### config.mk
export PLATFORM = sky130hd
export DESIGN_NAME = rx_dma_trigger
export DESIGN_NICKNAME = d
export VERILOG_FILES = /design/src/rtl/rxdt_pkg.sv /design/src/rtl/rxdt_cfg_reg.sv /design/src/rtl/rxdt_frame_count.sv /design/src/rtl/rxdt_req_ctrl.sv /design/src/rtl/rx_dma_trigger.sv
export SDC_FILE = /design/constraint.sdc
export NUM_CORES = 1
export LEC_CHECK = 0
export BUFFER_PORTS_ARGS = -buffer_cell sky130_fd_sc_hd__buf_2
export CAP_MARGIN = 10
export CELL_PAD_IN_SITES_DETAIL_PLACEMENT = 1
export CELL_PAD_IN_SITES_GLOBAL_PLACEMENT = 1
export CORE_MARGIN = 8
export CORE_UTILIZATION = 39
export CTS_BUF_LIST = sky130_fd_sc_hd__clkbuf_4
export DETAILED_ROUTE_END_ITERATION = 7
export GPL_TIMING_DRIVEN = 0
export PLACE_DENSITY_LB_ADDON = 0.1
export REMOVE_ABC_BUFFERS = 1
export SLEW_MARGIN = 20
export SYNTH_ARGS = -nofsm -noshare
export SYNTH_HDL_FRONTEND = slang
export SYNTH_SLANG_ARGS = --single-unit
### constraint.sdc
create_clock -name clk -period 3.02 [get_ports clk]
set_input_delay 0 -clock clk [delete_from_list [all_inputs] [get_ports clk]]
set_output_delay 0 -clock clk [all_outputs]
set_load 0.03 [all_outputs]
### src/rtl/rxdt_pkg.sv
// Package: shared constants and the watermark-to-threshold function
// for the receive DMA request trigger.
package rxdt_pkg;

    // Width of the per-frame byte counter (saturates at all ones)
    localparam int unsigned CNT_W      = 11;
    // Width of the watermark select field
    localparam int unsigned WM_W       = 2;
    // Width of the control register image (mode bit plus watermark)
    localparam int unsigned CFG_W      = WM_W + 1;
    // Bit position of the low-latency mode bit in the register image
    localparam int unsigned LL_BIT     = WM_W;

    // Map a watermark code onto a byte threshold: codes below the top one
    // step up linearly from a base, the top code selects a separate value.
    function automatic logic [CNT_W-1:0] wm_to_thresh(
        input logic [WM_W-1:0] wm,
        input int unsigned     base,
        input int unsigned     step,
        input int unsigned     top
    );
        int unsigned v;
        if (wm == {WM_W{1'b1}}) begin
            v = top;
        end else begin
            v = base + step * int'(wm);
        end
        return v[CNT_W-1:0];
    endfunction

endpackage

### src/rtl/rxdt_cfg_reg.sv
// Control register holding the low-latency mode bit and the watermark.
// Assumes: rst_n is a synchronous active-low hard reset; soft_rst is a
// synchronous active-high soft reset that clears only the mode bit and
// takes priority over a write in the same cycle; writes land only while
// the controller reports stopped.
module rxdt_cfg_reg
    import rxdt_pkg::*;
(
    input  logic             clk,
    input  logic             rst_n,
    input  logic             soft_rst,
    input  logic             ctrl_stopped,
    input  logic             wr_en,
    input  logic [CFG_W-1:0] wdata,
    output logic             ll_bit,
    output logic [WM_W-1:0]  wm
);

    logic             ll_q;
    logic [WM_W-1:0]  wm_q;
    logic             wr_ok;

    // Purpose: a write is accepted only while the controller is stopped
    always_comb begin
        wr_ok = wr_en && ctrl_stopped;
    end

    // Purpose: hold the mode bit; cleared by both resets
    always_ff @(posedge clk) begin
        if (!rst_n) begin
            ll_q <= 1'b0;
        end else if (soft_rst) begin
            ll_q <= 1'b0;
        end else if (wr_ok) begin
            ll_q <= wdata[LL_BIT];
        end
    end

    // Purpose: hold the watermark; cleared only by hard reset
    always_ff @(posedge clk) begin
        if (!rst_n) begin
            wm_q <= '0;
        end else if (wr_ok && !soft_rst) begin
            wm_q <= wdata[WM_W-1:0];
        end
    end

    assign ll_bit = ll_q;
    assign wm     = wm_q;

endmodule

### src/rtl/rxdt_frame_count.sv
// Per-frame byte counter and trigger detector.
// Assumes: frame_start comes with the first byte of a frame (or alone for
// an empty frame); frame_end marks the last byte. The counter saturates
// at its all-ones value. A done flag limits each frame to one trigger
// and starts set, so that no trigger occurs before the first frame_start.
module rxdt_frame_count
    import rxdt_pkg::*;
(
    input  logic             clk,
    input  logic             rst_n,
    input  logic             byte_vld,
    input  logic             frame_start,
    input  logic             frame_end,
    input  logic [CNT_W-1:0] thresh,
    output logic             trig
);

    localparam logic [CNT_W-1:0] CNT_MAX = {CNT_W{1'b1}};

    logic [CNT_W-1:0] cnt_q, cnt_base, cnt_nxt;
    logic             done_q, done_base, done_nxt;

    // Purpose: compute next count, and whether this cycle triggers
    always_comb begin
        cnt_base  = frame_start ? '0   : cnt_q;
        done_base = frame_start ? 1'b0 : done_q;
        if (byte_vld && (cnt_base != CNT_MAX)) begin
            cnt_nxt = cnt_base + 1'b1;
        end else begin
            cnt_nxt = cnt_base;
        end
        trig     = !done_base && (frame_end || (cnt_nxt >= thresh));
        done_nxt = done_base || trig;
    end

    // Purpose: register count and done flag
    always_ff @(posedge clk) begin
        if (!rst_n) begin
            cnt_q  <= '0;
            done_q <= 1'b1;
        end else begin
            cnt_q  <= cnt_nxt;
            done_q <= done_nxt;
        end
    end

endmodule

### src/rtl/rxdt_req_ctrl.sv
// Request output stage: raises a held level plus a one-cycle pulse. A
// trigger that arrives while the level is still waiting for its
// acknowledge is remembered in a single flag and launched once the
// level has dropped. Further triggers while that flag is set merge into it.
module rxdt_req_ctrl (
    input  logic clk,
    input  logic rst_n,
    input  logic trig,
    input  logic ack,
    output logic req,
    output logic req_pulse
);

    logic req_q, due_q, pulse_q;
    logic want, launch;

    // Purpose: launch when something is wanted and the level is free
    always_comb begin
        want   = trig || due_q;
        launch = want && !req_q;
    end

    // Purpose: hold level, deferred flag and pulse
    always_ff @(posedge clk) begin
        if (!rst_n) begin
            req_q   <= 1'b0;
            due_q   <= 1'b0;
            pulse_q <= 1'b0;
        end else begin
            req_q   <= launch || (req_q && !ack);
            due_q   <= want && !launch;
            pulse_q <= launch;
        end
    end

    assign req       = req_q;
    assign req_pulse = pulse_q;

endmodule

### src/rtl/rx_dma_trigger.sv
// Top level of the receive DMA request trigger. It selects the effective
// threshold (fixed low-latency value, or the watermark table), counts the
// bytes of each frame and drives the request handshake.
// Assumes: single clock domain, all inputs synchronous to clk.
module rx_dma_trigger
    import rxdt_pkg::*;
#(
    parameter int unsigned LL_THRESH = 16,
    parameter int unsigned WM_BASE   = 16,
    parameter int unsigned WM_STEP   = 48,
    parameter int unsigned WM_TOP    = 256
) (
    input  logic             clk,
    input  logic             rst_n,
    input  logic             soft_rst,
    input  logic             ctrl_stopped,
    input  logic             buf_mem_nz,
    input  logic             cfg_wr_en,
    input  logic [CFG_W-1:0] cfg_wdata,
    output logic [CFG_W-1:0] cfg_rdata,
    input  logic             byte_vld,
    input  logic             frame_start,
    input  logic             frame_end,
    input  logic             dma_ack,
    output logic             dma_req,
    output logic             dma_req_pulse
);

    localparam logic [CNT_W-1:0] LL_THR_V = LL_THRESH[CNT_W-1:0];

    logic             ll_bit;
    logic [WM_W-1:0]  wm;
    logic             ll_eff;
    logic [CNT_W-1:0] thresh;
    logic             trig;

    rxdt_cfg_reg u_cfg (
        .clk          (clk),
        .rst_n        (rst_n),
        .soft_rst     (soft_rst),
        .ctrl_stopped (ctrl_stopped),
        .wr_en        (cfg_wr_en),
        .wdata        (cfg_wdata),
        .ll_bit       (ll_bit),
        .wm           (wm)
    );

    // Purpose: low-latency applies only with buffer memory present
    always_comb begin
        ll_eff = ll_bit && buf_mem_nz;
        thresh = ll_eff ? LL_THR_V : wm_to_thresh(wm, WM_BASE, WM_STEP, WM_TOP);
    end

    rxdt_frame_count u_cnt (
        .clk         (clk),
        .rst_n       (rst_n),
        .byte_vld    (byte_vld),
        .frame_start (frame_start),
        .frame_end   (frame_end),
        .thresh      (thresh),
        .trig        (trig)
    );

    rxdt_req_ctrl u_req (
        .clk       (clk),
        .rst_n     (rst_n),
        .trig      (trig),
        .ack       (dma_ack),
        .req       (dma_req),
        .req_pulse (dma_req_pulse)
    );

    assign cfg_rdata = {ll_bit, wm};

endmodule

## After elaboration in Yosys (flattened, before gate mapping)

Index checks and enable logic that the tools add are counted.

- Bits in read-only memories: 0
- Bits of input ports: 13
- RAM bits: 0
- Latch bits: 0
- Memories kept: 0
- Flip-flop bits (word level): 18

- Bitwise operators: 1
- Equal/unequal tests: 2
- Multiplexer cells: 5
- $add $sub $neg: 2
- Shifts and indexed selects: 0
- Multipliers: 1
- Reductions and logical operators: 18
- Divide/modulo/power cells: 0
- Magnitude comparators: 1

Operators with widths:

| cell | number |
|---|---|
| 11-bit two-way mux | 3 |
| 11-bit by 1-bit adder with 11-bit output (second input constant) | 1 |
| 11-bit greater-or-equal comparator | 1 |
| 11-bit inequality test (second input constant) | 1 |
| 5-bit by 8-bit adder with 9-bit output (first input constant) | 1 |
| 9-bit two-way mux | 1 |
| 1-bit logical AND | 8 |
| 1-bit logical NOT | 5 |
| 1-bit logical OR | 4 |
| 2-bit by 2-bit multiplier with 4-bit output (first input constant) | 1 |
| 2-bit == test (second input constant) | 1 |
| 2-bit OR reduction | 1 |
| 1-bit two-way mux | 1 |
| 1-bit inverter | 1 |

## Depth between registers and ports, before layout

Gate-level depths: netlist of the first run.

- Depth in word-level cells: 11
- Gate-level depth with buffers: 14
- Gate-level depth less buffers: 13

## Modules after synthesis

From an unflattened synthesis of the first run, not the netlist that was laid out.

- Cell total of the unflattened synthesis: 156
- Area total of the unflattened synthesis: 1322.5 um^2

By module, submodules not included:

| module | cells each | area an instance (um^2) | sequential area each (um^2) | times used |
|---|---|---|---|---|
| rxdt_frame_count | 123 | 1021.0 | 240.2 | 1 |
| rxdt_cfg_reg | 14 | 130.1 | 60.1 | 1 |
| rxdt_req_ctrl | 9 | 90.1 | 60.1 | 1 |
| rx_dma_trigger | 10 | 81.3 | 0.0 | 1 |

## Worst setup path before layout of the first run

OpenSTA, ideal clock, no wires.

- Path type: reg2reg
- Start: reg u_cnt.cnt_q[0]
- End: reg u_req.due_q
- Setup slack: 145 ps
- Stages on the path, launching flop included: 14
- Path buffers: 0
- Required time: 2884 ps
- Arrival time: 2739 ps
- Setup time: 136 ps
- Cells stage by stage: dfxtp_1 nor2b_1 ha_1 inv_1 o41ai_4 nor4_1 xnor2_1 nor2_1 ha_1 nor2b_1 o21a_1 o21a_1 o31ai_2 a31oi_1

- Word-level cells in the longest chain between the ends: 11
- Elaborated cells on any way between the ends: 12

Ends and longest elaborated chain:

| what | line | source |
|---|---|---|
| from (decl) | rxdt_frame_count.sv:20 | `logic [CNT_W-1:0] cnt_q, cnt_base, cnt_nxt;` |
| from (signal assigned) | rxdt_frame_count.sv:42 | `cnt_q <= cnt_nxt;` |
| 11-bit two-way mux (*) | rxdt_frame_count.sv:25 | `cnt_base = frame_start ? '0 : cnt_q;` |
| branches (longest 2 deep; another with 11-bit by 1-bit adder with 11-bit output) | - |  |
| 11-bit two-way mux (*) | rxdt_frame_count.sv:27 | `if (byte_vld && (cnt_base != CNT_MAX)) begin` |
| named net u_cnt.cnt_nxt[5] | rxdt_frame_count.sv:20 |  |
| 11-bit greater-or-equal comparator (*) | rxdt_frame_count.sv:32 | `trig = !done_base && (frame_end \|\| (cnt_nxt >= thresh));` |
| 1-bit logical OR (*) | rxdt_frame_count.sv:32 |  |
| 1-bit logical AND (*) | rxdt_frame_count.sv:32 |  |
| 1-bit logical OR (*) | rxdt_req_ctrl.sv:19 | `want = trig \|\| due_q;` |
| 1-bit logical AND | rxdt_req_ctrl.sv:20 | `launch = want && !req_q;` |
| 1-bit logical NOT | rxdt_req_ctrl.sv:31 | `due_q <= want && !launch;` |
| 1-bit logical AND (*) | rxdt_req_ctrl.sv:31 |  |
| to (signal assigned) | rxdt_req_ctrl.sv:31 |  |
| to (decl) | rxdt_req_ctrl.sv:14 | `logic req_q, due_q, pulse_q;` |

Mark *: on every way through the listed nets, which the timed path passes.
A chain may end at the register's enable or synchronous reset.

## Final worst setup path of the first run

- Start: reg u_cnt.cnt_q[1]
- End: reg u_req.due_q

The elaborated chain is that of the path after synthesis.

==> run_results.csv, run 1 <==
group,metric,value,unit
final_layout,layout.nets,180,
global_routing,busiest_layer,"met2",
floorplan,io_pins,18,
global_routing,met1_usage,0.138,
power_and_ir_drop,peakVddDrop,0.215,mV
global_routing,antenna_found_initial,0,
drt,via_count,1015,
setup_path,required,3.19,ns
place,dp.final_hpwl,2270,µm
global_routing,grt_max_degree,18,
floorplan,core,2780,µm²
floorplan,die_h,70.5,µm
floorplan,start_util,0.417,
drt,vias_per_cell,5.43,
setup_path,max_stage_delay,0.38,ns
global_routing,grt_pass1_wl,5020,µm
floorplan,die_area,4980,µm²
cts,cts_root_buf,"clkbuf_4",
synth,ys_ff_latch,18,
cts,clk_pin_slew_worst_paths,0.10,ns
sta,skew,0.00150,ns
outcome,status,"complete, no violations",
global_routing,use_met2,0.220,
global_routing,grt_usage,0.121,
floorplan,die_w,70.5,µm
global_routing,use_met3,0.0391,
sta,setup_slack,0.186,ns
drt,drc,0,
sta,tightestPinTransition,0.337,ns
cts,clk_latency,0.29,ns
global_routing,grt_pass1_vias,1085,
global_routing,gr-total-overflow,0,
synth,ys_warn_count,0,
setup_path,path_cells,"nor2b_2, ha_2, inv_1, o41ai_4, nor4_1, xnor2_1, nor2_1, ha_1, nor2b_1, o21a_1, o21a_1, o31ai_4, a31oi_1",
setup_path,crit_fanout,4,
cts,cts_made_buffers,3,
setup_path,cp_common_cell,"o21a_1",
synth,synthesis.area,1160,µm²
drt,post_drt_wl_per_cell,15.4,µm
setup_path,cpMaxStageDelayCell,"dfxtp_1",
setup_path,cp.arrival,3.00,ns
setup_path,r2r_setup_slack,0.19,ns
power_and_ir_drop,leakage,0.000601,µW
power_and_ir_drop,fin_total_pwr,439,µW
final_layout,stdcell_area,1380,µm²
sta,final_max_slew_viol_count,0,
setup_path,cp-end-kind,"flop",
synth,syn_avg_cell_area,8.72,µm²
setup_path,critPathCapture,"u_req.due_q",
worst_hold_path,hold_path_startpoint,"cfg_wdata[2]",
sta,setup_violations,0,
worst_hold_path,hp-class,"primary input to flop",
final_layout,layout-drive-gt1-share,0.224,
place,dpl-instance-area,1270,µm²
setup_path,start_kind,"flop",
final_layout,area_growth_syn_to_layout,18.9,%
synth,syn_inst,133,
place,pre_cts_slack,-0.329,ns
sta,fin_crit_sh,0.938,
synth,ys_seq_area_frac,0.311,
synth,ys_types,38,
final_layout,n_antenna_cell,0,
place,routabilityCongestion,0.751,
setup_path,r2r-end,"u_req.due_q",
drt,routed_wl,2870,µm
drt,ant_nets,0,
place,dp.cells,178,
cts,cts_tree,"built",
power_and_ir_drop,power.density,318,nW/µm²
sta,finalHoldViolations,0,
drt,drt_iter0_drc,18,
place,io_buffers,17,
setup_path,crit_type,"flop to flop",
setup_path,startpoint,"u_cnt.cnt_q[1]",
sta,max_freq,0.353,GHz
final_layout,stdcell_count,187,
sta,post-route-min-period,2.83,ns
cts,cts_buffer_depth,2,
floorplan,core.rowCount,19,
sta,hold_ws,0.0138,ns
setup_path,rr_startpoint,"u_cnt.cnt_q[1]",
setup_path,r2r_cells,13,
job,maxCapViolCount,0,
cts,cts_max_level,1,
cts,clock_sinks,18,
sta,slew-limit-headroom,0.773,
drt,drt-pass1-iter-count,3,
-- layout make-up --
cell class	instances	area, µm²
Fill cell	346	1400
Sequential cell	18	360
Inverter	4	15.0
Tap cell	31	38.8
Multi-Input combinational cell	108	802
Timing Repair Buffer	23	140
Clock buffer	3	22.5
-- cell usage after synthesis --
library cell,count,share of area
or3b_1,1,0.0076
a211oi_1,2,0.013
or2_2,2,0.011
o31ai_2,1,0.011
nand3_1,4,0.017
and3_1,2,0.011
buf_4,1,0.0065
nand4b_4,1,0.020
nor2_1,14,0.045
a31oi_1,4,0.022
ha_1,9,0.097
o21a_1,3,0.019
and4_2,1,0.0086
a21o_1,1,0.0065
nand4_1,1,0.0054
a21oi_1,1,0.0043
nor3b_1,2,0.013
inv_1,4,0.013
and4b_1,1,0.0086
nand4_2,1,0.011
xor2_1,3,0.023
xnor2_1,6,0.045
o21ai_1,2,0.0086
o211ai_1,1,0.0065
or4_1,1,0.0065
dfxtp_1,18,0.31
nor2b_1,8,0.043
nand2b_1,5,0.027
nand3b_2,1,0.0097
mux2i_1,4,0.035
nor3_1,3,0.013
a221oi_2,1,0.013
clkbuf_1,2,0.0065
and2_1,3,0.016
o41ai_4,1,0.024
o21ai_0,2,0.0086
nor4_1,1,0.0054
nand2_1,15,0.049
-- worst min-delay path by stage --
stage                              end  slack (ns)  cells after the start
final                     u_cfg.ll_bit        0.01                      3
after global routing      u_cfg.ll_bit        0.03                      3
after CTS                 u_cfg.ll_bit      0.0009                      3
after detailed placement  u_cfg.ll_bit        0.18                      2
after global placement    u_cfg.ll_bit        0.18                      2
after floorplan           u_cfg.ll_bit        0.08                      1
-- metal layers --
metal,up-vias,share of wire
li1,515,-
met1,482,0.46
met2,16,0.50
met3,2,0.034
met4,0,0.0031
met5,-,0
-- metrics by stage --
step / util / TNS (ns)
6_report: 0.496 / 0
5_1_grt: 0.496 / -0.00336
4_1_cts: 0.484 / 0
3_5_place_dp: 0.456 / -1.20
3_3_place_gp: 0.456 / -1.02
2_1_floorplan: - / 0
-- worst max-delay path, delay by kind of cell (launching register included) --
family                     cells  cell delay [ns]
xor gates and xnor gates       1             0.23
DFF                            1             0.38
and+or+nand+nor                4             0.51
buffers and inverters          1             0.08
adders and majority gates      2             0.53
AOI/OAI and AO/OA              5             0.98
-- layout by cell type, fill, tap and decap left out, drive strengths merged, types with 3 or more instances in the layout --
cell	n
a31oi	4
and2	3
buf	19
clkbuf	3
dfxtp	18
dlygate4sd3	4
ha	9
inv	4
mux2i	4
nand2	15
nand2b	5
nand3	4
nor2	14
nor2b	8
nor3	3
o21a	3
o21ai	4
xnor2	6
xor2	3
-- what timing repair did --
| item | CTS | global route |
|---|---|---|
| hold buffers | 4 | 0 |
| pin swaps | 1 | 1 |
| endpoints found under the hold margin | 4 | 0 |
| endpoints found under the setup margin | 4 | 4 |
| gates resized for setup | 2 | 5 |
| buffers inserted | 1 | 1 |
-- sequential cells by signal (all words and copies together) (netlist names) --
signal	cells
u_cfg.ll_bit	1
u_cfg.wm	2
u_cnt.cnt_q	11
u_cnt.done_q	1
u_req.due_q	1
u_req.req	1
u_req.req_pulse	1
-- report_power, final --
group          switching [µW]  total, µW  leakage (µW)  internal (µW)
Sequential               5.76        249      0.000146            243
Clock                    75.4        122     0.0000138           46.4
Combinational            35.7       68.0      0.000441           32.3
-- cells by family (layout without fill, tap and decap cells) --
group           count (synthesis)  after routing  share of synthesized area
compound gates                 19             19                      0.136
fa+ha+maj                       9              9                     0.0971
simple gates                   67             67                      0.328
buf+inv                         7             30                     0.0259
mux                             4              4                     0.0345
flops                          18             18                      0.311
xor+xnor                        9              9                     0.0680
Power figures use the tool's default switching activity.
==> inputs of run 2 (changes only) <==
CORE_UTILIZATION = 44   (was 39)
CTS_BUF_LIST = sky130_fd_sc_hd__clkbuf_8   (was sky130_fd_sc_hd__clkbuf_4)
clock period = 2.82 ns   (was 3.02 ns; I/O delays follow)
==> run 2 against run 1 <==
Compared with the run above:
- the flow now finishes with violations (setup timing)
- first-iteration DRC count is 22% higher
- global-route usage rose by 3.2 points
- clock skew rose by 0.0057 ns
- die area is 8.9% lower
- fmax decreased by 3.2%
- register-to-register slack got worse by 0.29 ns
- routed wire length up 14%
- worst setup slack worse by 0.29 ns
- sequential power increased by 7%
- combinational power up 19%
- power grew 27%
- critical endpoint is now u_req.req_pulse
- largest cell class unchanged
- highest routed layer unchanged
==> run_results.csv, run 2 (synthesis gave the netlist of run 1 again) <==
group,metric,value,unit
outcome,status,"complete, but fails checks",
outcome,violations,"setup timing",
floorplan,start_util,0.464,
final_layout,fin_util,0.586,
setup_path,path_buf_inv,1,
drt,ant_nets,0,
drt,drt_iter0_drc,22,
power_and_ir_drop,p_clk_frac,0.376,
setup_path,path_cells,"nor2b_4, ha_4, inv_2, o41ai_4, nor4_2, xnor2_1, nor2_1, ha_1, nor2b_1, o21a_1, o21a_1, o31ai_4, a31oi_2",
drt,vias_per_cell,5.61,
sta,slew-limit-headroom,0.723,
setup_path,crit_type,"flop to flop",
drt,via_count,1061,
final_layout,layout.nets,182,
global_routing,antenna_found_initial,0,
global_routing,grt_max_degree,18,
place,routabilityCongestion,0.812,
global_routing,gr-total-overflow,0,
power_and_ir_drop,combPwrFrac,0.145,
floorplan,core,2500,µm²
floorplan,die_area,4530,µm²
power_and_ir_drop,p_switching,134,µW
setup_path,cp.arrival,3.05,ns
sta,finalHoldViolations,0,
power_and_ir_drop,leakage,0.000659,µW
drt,drt-pass1-iter-count,4,
place,dp.final_hpwl,2340,µm
drt,post_drt_wl_per_cell,17.3,µm
final_layout,layout-drive-gt1-share,0.289,
final_layout,top_register,"u_cnt.cnt_q",
final_layout,regArea,365,µm²
setup_path,cp_common_cell,"o21a_1",
sta,post-route-min-period,2.93,ns
cts,cts_root_buf,"clkbuf_8",
sta,grt_setup_unrepaired,"true",
sta,fin_crit_sh,1.04,
cts,cts_max_level,1,
setup_path,crit_fanout,4,
setup_path,cpMaxStageDelayCell,"dfxtp_4",
final_layout,multi_input_area,841,µm²
final_layout,area_growth_syn_to_layout,26.2,%
setup_path,cp-end-kind,"flop",
sta,final_max_slew_viol_count,0,
place,pre_cts_slack,-0.482,ns
cts,cts_buffer_depth,2,
floorplan,io_pins,18,
power_and_ir_drop,peakVddDrop,0.297,mV
sta,setup_violations,4,
worst_hold_path,holdPathStages,3,
cts,cts_tree,"built",
setup_path,max_stage_delay,0.36,ns
setup_path,required,2.94,ns
cts,clk_latency,0.25,ns
setup_path,r2r_cells,13,
power_and_ir_drop,pwr-share-seq,0.479,
global_routing,grt_pass1_vias,1189,
final_layout,largest_reg_flops,11,
power_and_ir_drop,p_int,423,µW
place,io_buffers,17,
floorplan,core.rowCount,18,
global_routing,grt_usage,0.152,
worst_hold_path,hp-class,"primary input to flop",
cts,clk_pin_slew_worst_paths,0.07,ns
drt,drc,0,
floorplan,die_h,67.3,µm
setup_path,start_kind,"flop",
cts,cts_made_buffers,3,
final_layout,n_antenna_cell,0,
job,maxCapViolCount,0,
setup_path,cp_top_family,"compound AO/OA/AOI/OAI gates",
cts,clock_sinks,18,
final_layout,final_cell_mix,"buf_2 (17), dfxtp_1 (16), nand2_1 (14), nor2_1 (14), ha_1 (8)",
setup_path,path_depth,13,
final_layout,final_common_cell,"buf_2",
global_routing,grt_pass1_wl,5430,µm
sta,skew,0.00720,ns
floorplan,die_w,67.3,µm
sta,setup_slack,-0.107,ns
drt,routed_wl,3270,µm
power_and_ir_drop,power.density,380,nW/µm²
power_and_ir_drop,p_sw_frac,0.241,
final_layout,fillers,313,
sta,max_freq,0.342,GHz
sta,tightestPinTransition,0.412,ns
## run 2: changes by cell type in the layout (fill, tap and decap cells not counted), moves of 2 or more
| cell | change |
|---|---|
| buf_4 | +4 |
| clkbuf_8 | +4 |
| dfxtp_1 | -2 |
| clkbuf_4 | -3 |
| dlygate4sd3_1 | -2 |
## run 2: layer usage
layer / vias to the layer above / GRT usage / routed length [µm]
li1: 513 / - / -
met1: 517 / 0.166 / 1410
met2: 23 / 0.280 / 1700
met3: 8 / 0.0248 / 76
met4: 0 / 0.0731 / 78
met5: - / 0 / 0
## run 2: power groups by stage
stage          logic, µW  registers (µW)  clock network, µW
2_1_floorplan       32.2             279                  0
3_3_place_gp        62.0             272                  0
3_5_place_dp        65.3             273                  0
4_1_cts             71.7             267                216
5_1_grt             88.0             268                232
6_report            80.7             267                209
## run 2: worst reg2reg max path, delay by kind of cell, from the launching register on
family                   cells  cell delay (ns)
XOR/XNOR                     1             0.23
AND/OR/NAND/NOR              4             0.52
flip-flops                   1             0.36
AO/OA/AOI/OAI                5             1.16
adder cells (fa/ha/maj)      2             0.48
buffers and inverters        1             0.05
## run 2: repair_timing
item / 4_1_cts / 5_1_grt
resized for setup: 9 / 8
pin swaps: 1 / 11
setup buffers: 1 / 5
gates cloned: 0 / 0
endpoints found under the setup margin: 4 / 4
hold endpoints to repair: 2 / 0
hold buffers: 2 / 0
## run 2: path summary, 6_finish.rpt
| path | start | to | slack, ns |
|---|---|---|---|
| setup reg to reg | u_cnt.cnt_q[0] | u_req.req_pulse | -0.11 |
| hold / removal | cfg_wdata[1] | u_cfg.wm[1] | 0.01 |
| hold reg to reg | u_req.req | u_req.due_q | 0.52 |
| setup / recovery | u_cnt.cnt_q[0] | u_req.req_pulse | -0.11 |
## run 2: through the flow
step / power [µW] / TNS, ns / std cells / hold slack [ns] / instance area (µm²)
after floorplan: 311 / -0.173 / 130 / 0.0761 / 1140
after global placement: 334 / -1.57 / 177 / 0.172 / 1270
after detailed placement: 338 / -1.89 / 177 / 0.191 / 1270
after CTS: 555 / 0 / 184 / 0.0123 / 1390
after global routing: 587 / -1.10 / 189 / 0.0257 / 1460
final: 557 / -0.411 / 189 / 0.0106 / 1460
## run 2: area by class of cell
| class | instances | share of cell area |
|---|---|---|
| flip-flops and latches | 18 | 0.250 |
| inverters | 4 | 0.0103 |
| repair buffers | 25 | 0.103 |
| clock buffers | 4 | 0.0376 |
| multi-input cells | 108 | 0.574 |
| well taps | 30 | 0.0256 |
==> inputs of run 3 (changes only) <==
PLACE_DENSITY = 0.87   (was not set)
PLACE_DENSITY_LB_ADDON = not set   (was 0.1)
==> run 3 against run 2 <==
Compared with the run above:
- the run now ends clean
- clock power is 4% higher
- clock-buffer cell count stayed put
- largest cell class unchanged
- combinational power is 0.9% lower
- power is 1.3% higher
==> run_results.csv, run 3 (synthesis gave the netlist of run 1 again) <==
group,metric,value,unit
setup_path,crit_fanout,4,
setup_path,r2r_setup_slack,0.05,ns
worst_hold_path,hp-class,"primary input to flop",
drt,drt_iter0_drc,31,
drt,via_count,1035,
floorplan,start_util,0.464,
final_layout,n_antenna_cell,0,
cts,clk_latency,0.26,ns
final_layout,final_cell_mix,"buf_2 (17), nand2_1 (15), nor2_1 (14), dfxtp_1 (14), ha_1 (8)",
place,io_buffers,17,
setup_path,r2r_cells,13,
drt,post_drt_wl_per_cell,16.4,µm
sta,grt_setup_unrepaired,"true",
global_routing,use_met2,0.262,
final_layout,largest_reg_flops,11,
sta,setup_violations,0,
setup_path,cp.arrival,2.89,ns
floorplan,die_area,4530,µm²
final_layout,layout-drive-gt1-share,0.291,
floorplan,core,2500,µm²
setup_path,start_kind,"flop",
global_routing,grt_max_degree,18,
floorplan,die_h,67.3,µm
cts,clock_sinks,18,
cts,cts_max_level,1,
final_layout,area_growth_syn_to_layout,25.9,%
drt,drt-pass1-iter-count,4,
global_routing,use_met3,0.0281,
final_layout,fin_util,0.584,
sta,max_freq,0.362,GHz
setup_path,cp-end-kind,"flop",
floorplan,core.rowCount,18,
sta,setup_tns,0,ns
power_and_ir_drop,pwr-share-seq,0.472,
drt,vias_per_cell,5.51,
global_routing,antenna_found_initial,0,
global_routing,gr-total-overflow,0,
global_routing,met1_usage,0.170,
setup_path,max_stage_delay,0.33,ns
setup_path,path_cells,"nor2b_4, ha_4, inv_4, o41ai_4, nor4_2, xnor2_1, nor2_1, ha_1, nor2b_4, o21a_1, o21a_1, o31ai_4, a31oi_1",
sta,fin_crit_sh,0.981,
drt,ant_nets,0,
place,dp.final_hpwl,2240,µm
power_and_ir_drop,p_clk_frac,0.386,
sta,finalHoldViolations,0,
power_and_ir_drop,p_switching,141,µW
cts,cts_made_buffers,3,
setup_path,r2r-end,"u_req.req",
final_layout,top_register,"u_cnt.cnt_q",
sta,post-route-min-period,2.77,ns
global_routing,busiest_layer,"met2",
setup_path,cpMaxStageDelayCell,"dfxtp_2",
setup_path,startpoint,"u_cnt.cnt_q[0]",
power_and_ir_drop,power.density,386,nW/µm²
final_layout,final_common_cell,"buf_2",
place,routabilityCongestion,0.789,
outcome,status,"complete, no violations",
setup_path,critPathCapture,"u_req.req",
global_routing,grt_usage,0.148,
global_routing,grt_pass1_wl,5240,µm
setup_path,crit_type,"flop to flop",
power_and_ir_drop,combPwrFrac,0.142,
sta,skew,0.00704,ns
final_layout,layout.nets,181,
power_and_ir_drop,p_sw_frac,0.250,
sta,hold_ws,0.00555,ns
cts,clk_pin_slew_worst_paths,0.08,ns
job,maxCapViolCount,0,
floorplan,die_w,67.3,µm
drt,routed_wl,3080,µm
sta,tightestPinTransition,0.357,ns
setup_path,rr_startpoint,"u_cnt.cnt_q[0]",
setup_path,required,2.95,ns
power_and_ir_drop,p_int,423,µW
cts,cts_tree,"built",
power_and_ir_drop,peakVddDrop,0.323,mV
cts,cts_buffer_depth,2,
floorplan,io_pins,18,
sta,slew-limit-headroom,0.762,
drt,drc,0,
global_routing,grt_pass1_vias,1169,
cts,cts_root_buf,"clkbuf_8",
final_layout,fillers,303,
power_and_ir_drop,leakage,0.000665,µW
sta,final_max_slew_viol_count,0,
## run 3: how the worst min path moves through the flow
stage	from	end	cells past startpoint
global placement	soft_rst	u_cfg.ll_bit	2
global route	cfg_wdata[1]	u_cfg.wm[1]	3
floorplan	soft_rst	u_cfg.ll_bit	1
detailed placement	soft_rst	u_cfg.ll_bit	2
CTS	cfg_wdata[0]	u_cfg.wm[0]	3
finish	cfg_wdata[0]	u_cfg.wm[0]	3
## run 3: timing repair
| item | 4_1_cts | 5_1_grt |
|---|---|---|
| gates cloned | 0 | 0 |
| setup buffers | 4 | 1 |
| gates resized for setup | 17 | 2 |
| endpoints found under the hold margin | 2 | 0 |
| pin swaps | 9 | 4 |
| hold buffers | 2 | 0 |
| endpoints found under the setup margin | 4 | 4 |
## run 3: cell type report
| class | instances | area [µm²] | area share |
|---|---|---|---|
| clock buffers | 4 | 55.1 | 0.0377 |
| inverters | 4 | 17.5 | 0.0120 |
| multi-input cells | 108 | 842 | 0.577 |
| flip-flops and latches | 18 | 365 | 0.250 |
| well taps | 30 | 37.5 | 0.0257 |
| repair buffers | 24 | 143 | 0.0977 |
## run 3: power groups by stage
| stage | logic [µW] | registers, µW | clock network [µW] |
|---|---|---|---|
| final | 80.0 | 266 | 218 |
| after global routing | 86.7 | 267 | 231 |
| after CTS | 78.1 | 266 | 220 |
| after detailed placement | 65.9 | 273 | 0 |
| after global placement | 61.9 | 272 | 0 |
| after floorplan | 32.2 | 279 | 0 |
## run 3: metrics by stage
| stage | cells | total power [µW] | instance area (µm²) | setup slack, ns |
|---|---|---|---|---|
| 5_1_grt | 188 | 585 | 1460 | -0.0933 |
| 3_5_place_dp | 177 | 338 | 1270 | -0.528 |
| 3_3_place_gp | 177 | 334 | 1270 | -0.400 |
| 4_1_cts | 187 | 564 | 1440 | -0.0210 |
| 6_report | 188 | 564 | 1460 | 0.0550 |
| 2_1_floorplan | 130 | 311 | 1140 | -0.0465 |
## run 3: per-layer routing
| layer | wire length [µm] | vias to the layer above |
|---|---|---|
| li1 | - | 515 |
| met5 | 0 | - |
| met2 | 1570 | 22 |
| met4 | 31 | 0 |
| met3 | 128 | 4 |
| met1 | 1340 | 494 |
## run 3: worst max-delay path: cells and delay by family, from the launching register on
kind | cells | cell delay (ns)
compound gates | 5 | 0.99
xor+xnor | 1 | 0.24
fa+ha+maj | 2 | 0.49
buf+inv | 1 | 0.04
flops | 1 | 0.33
simple gates | 4 | 0.53
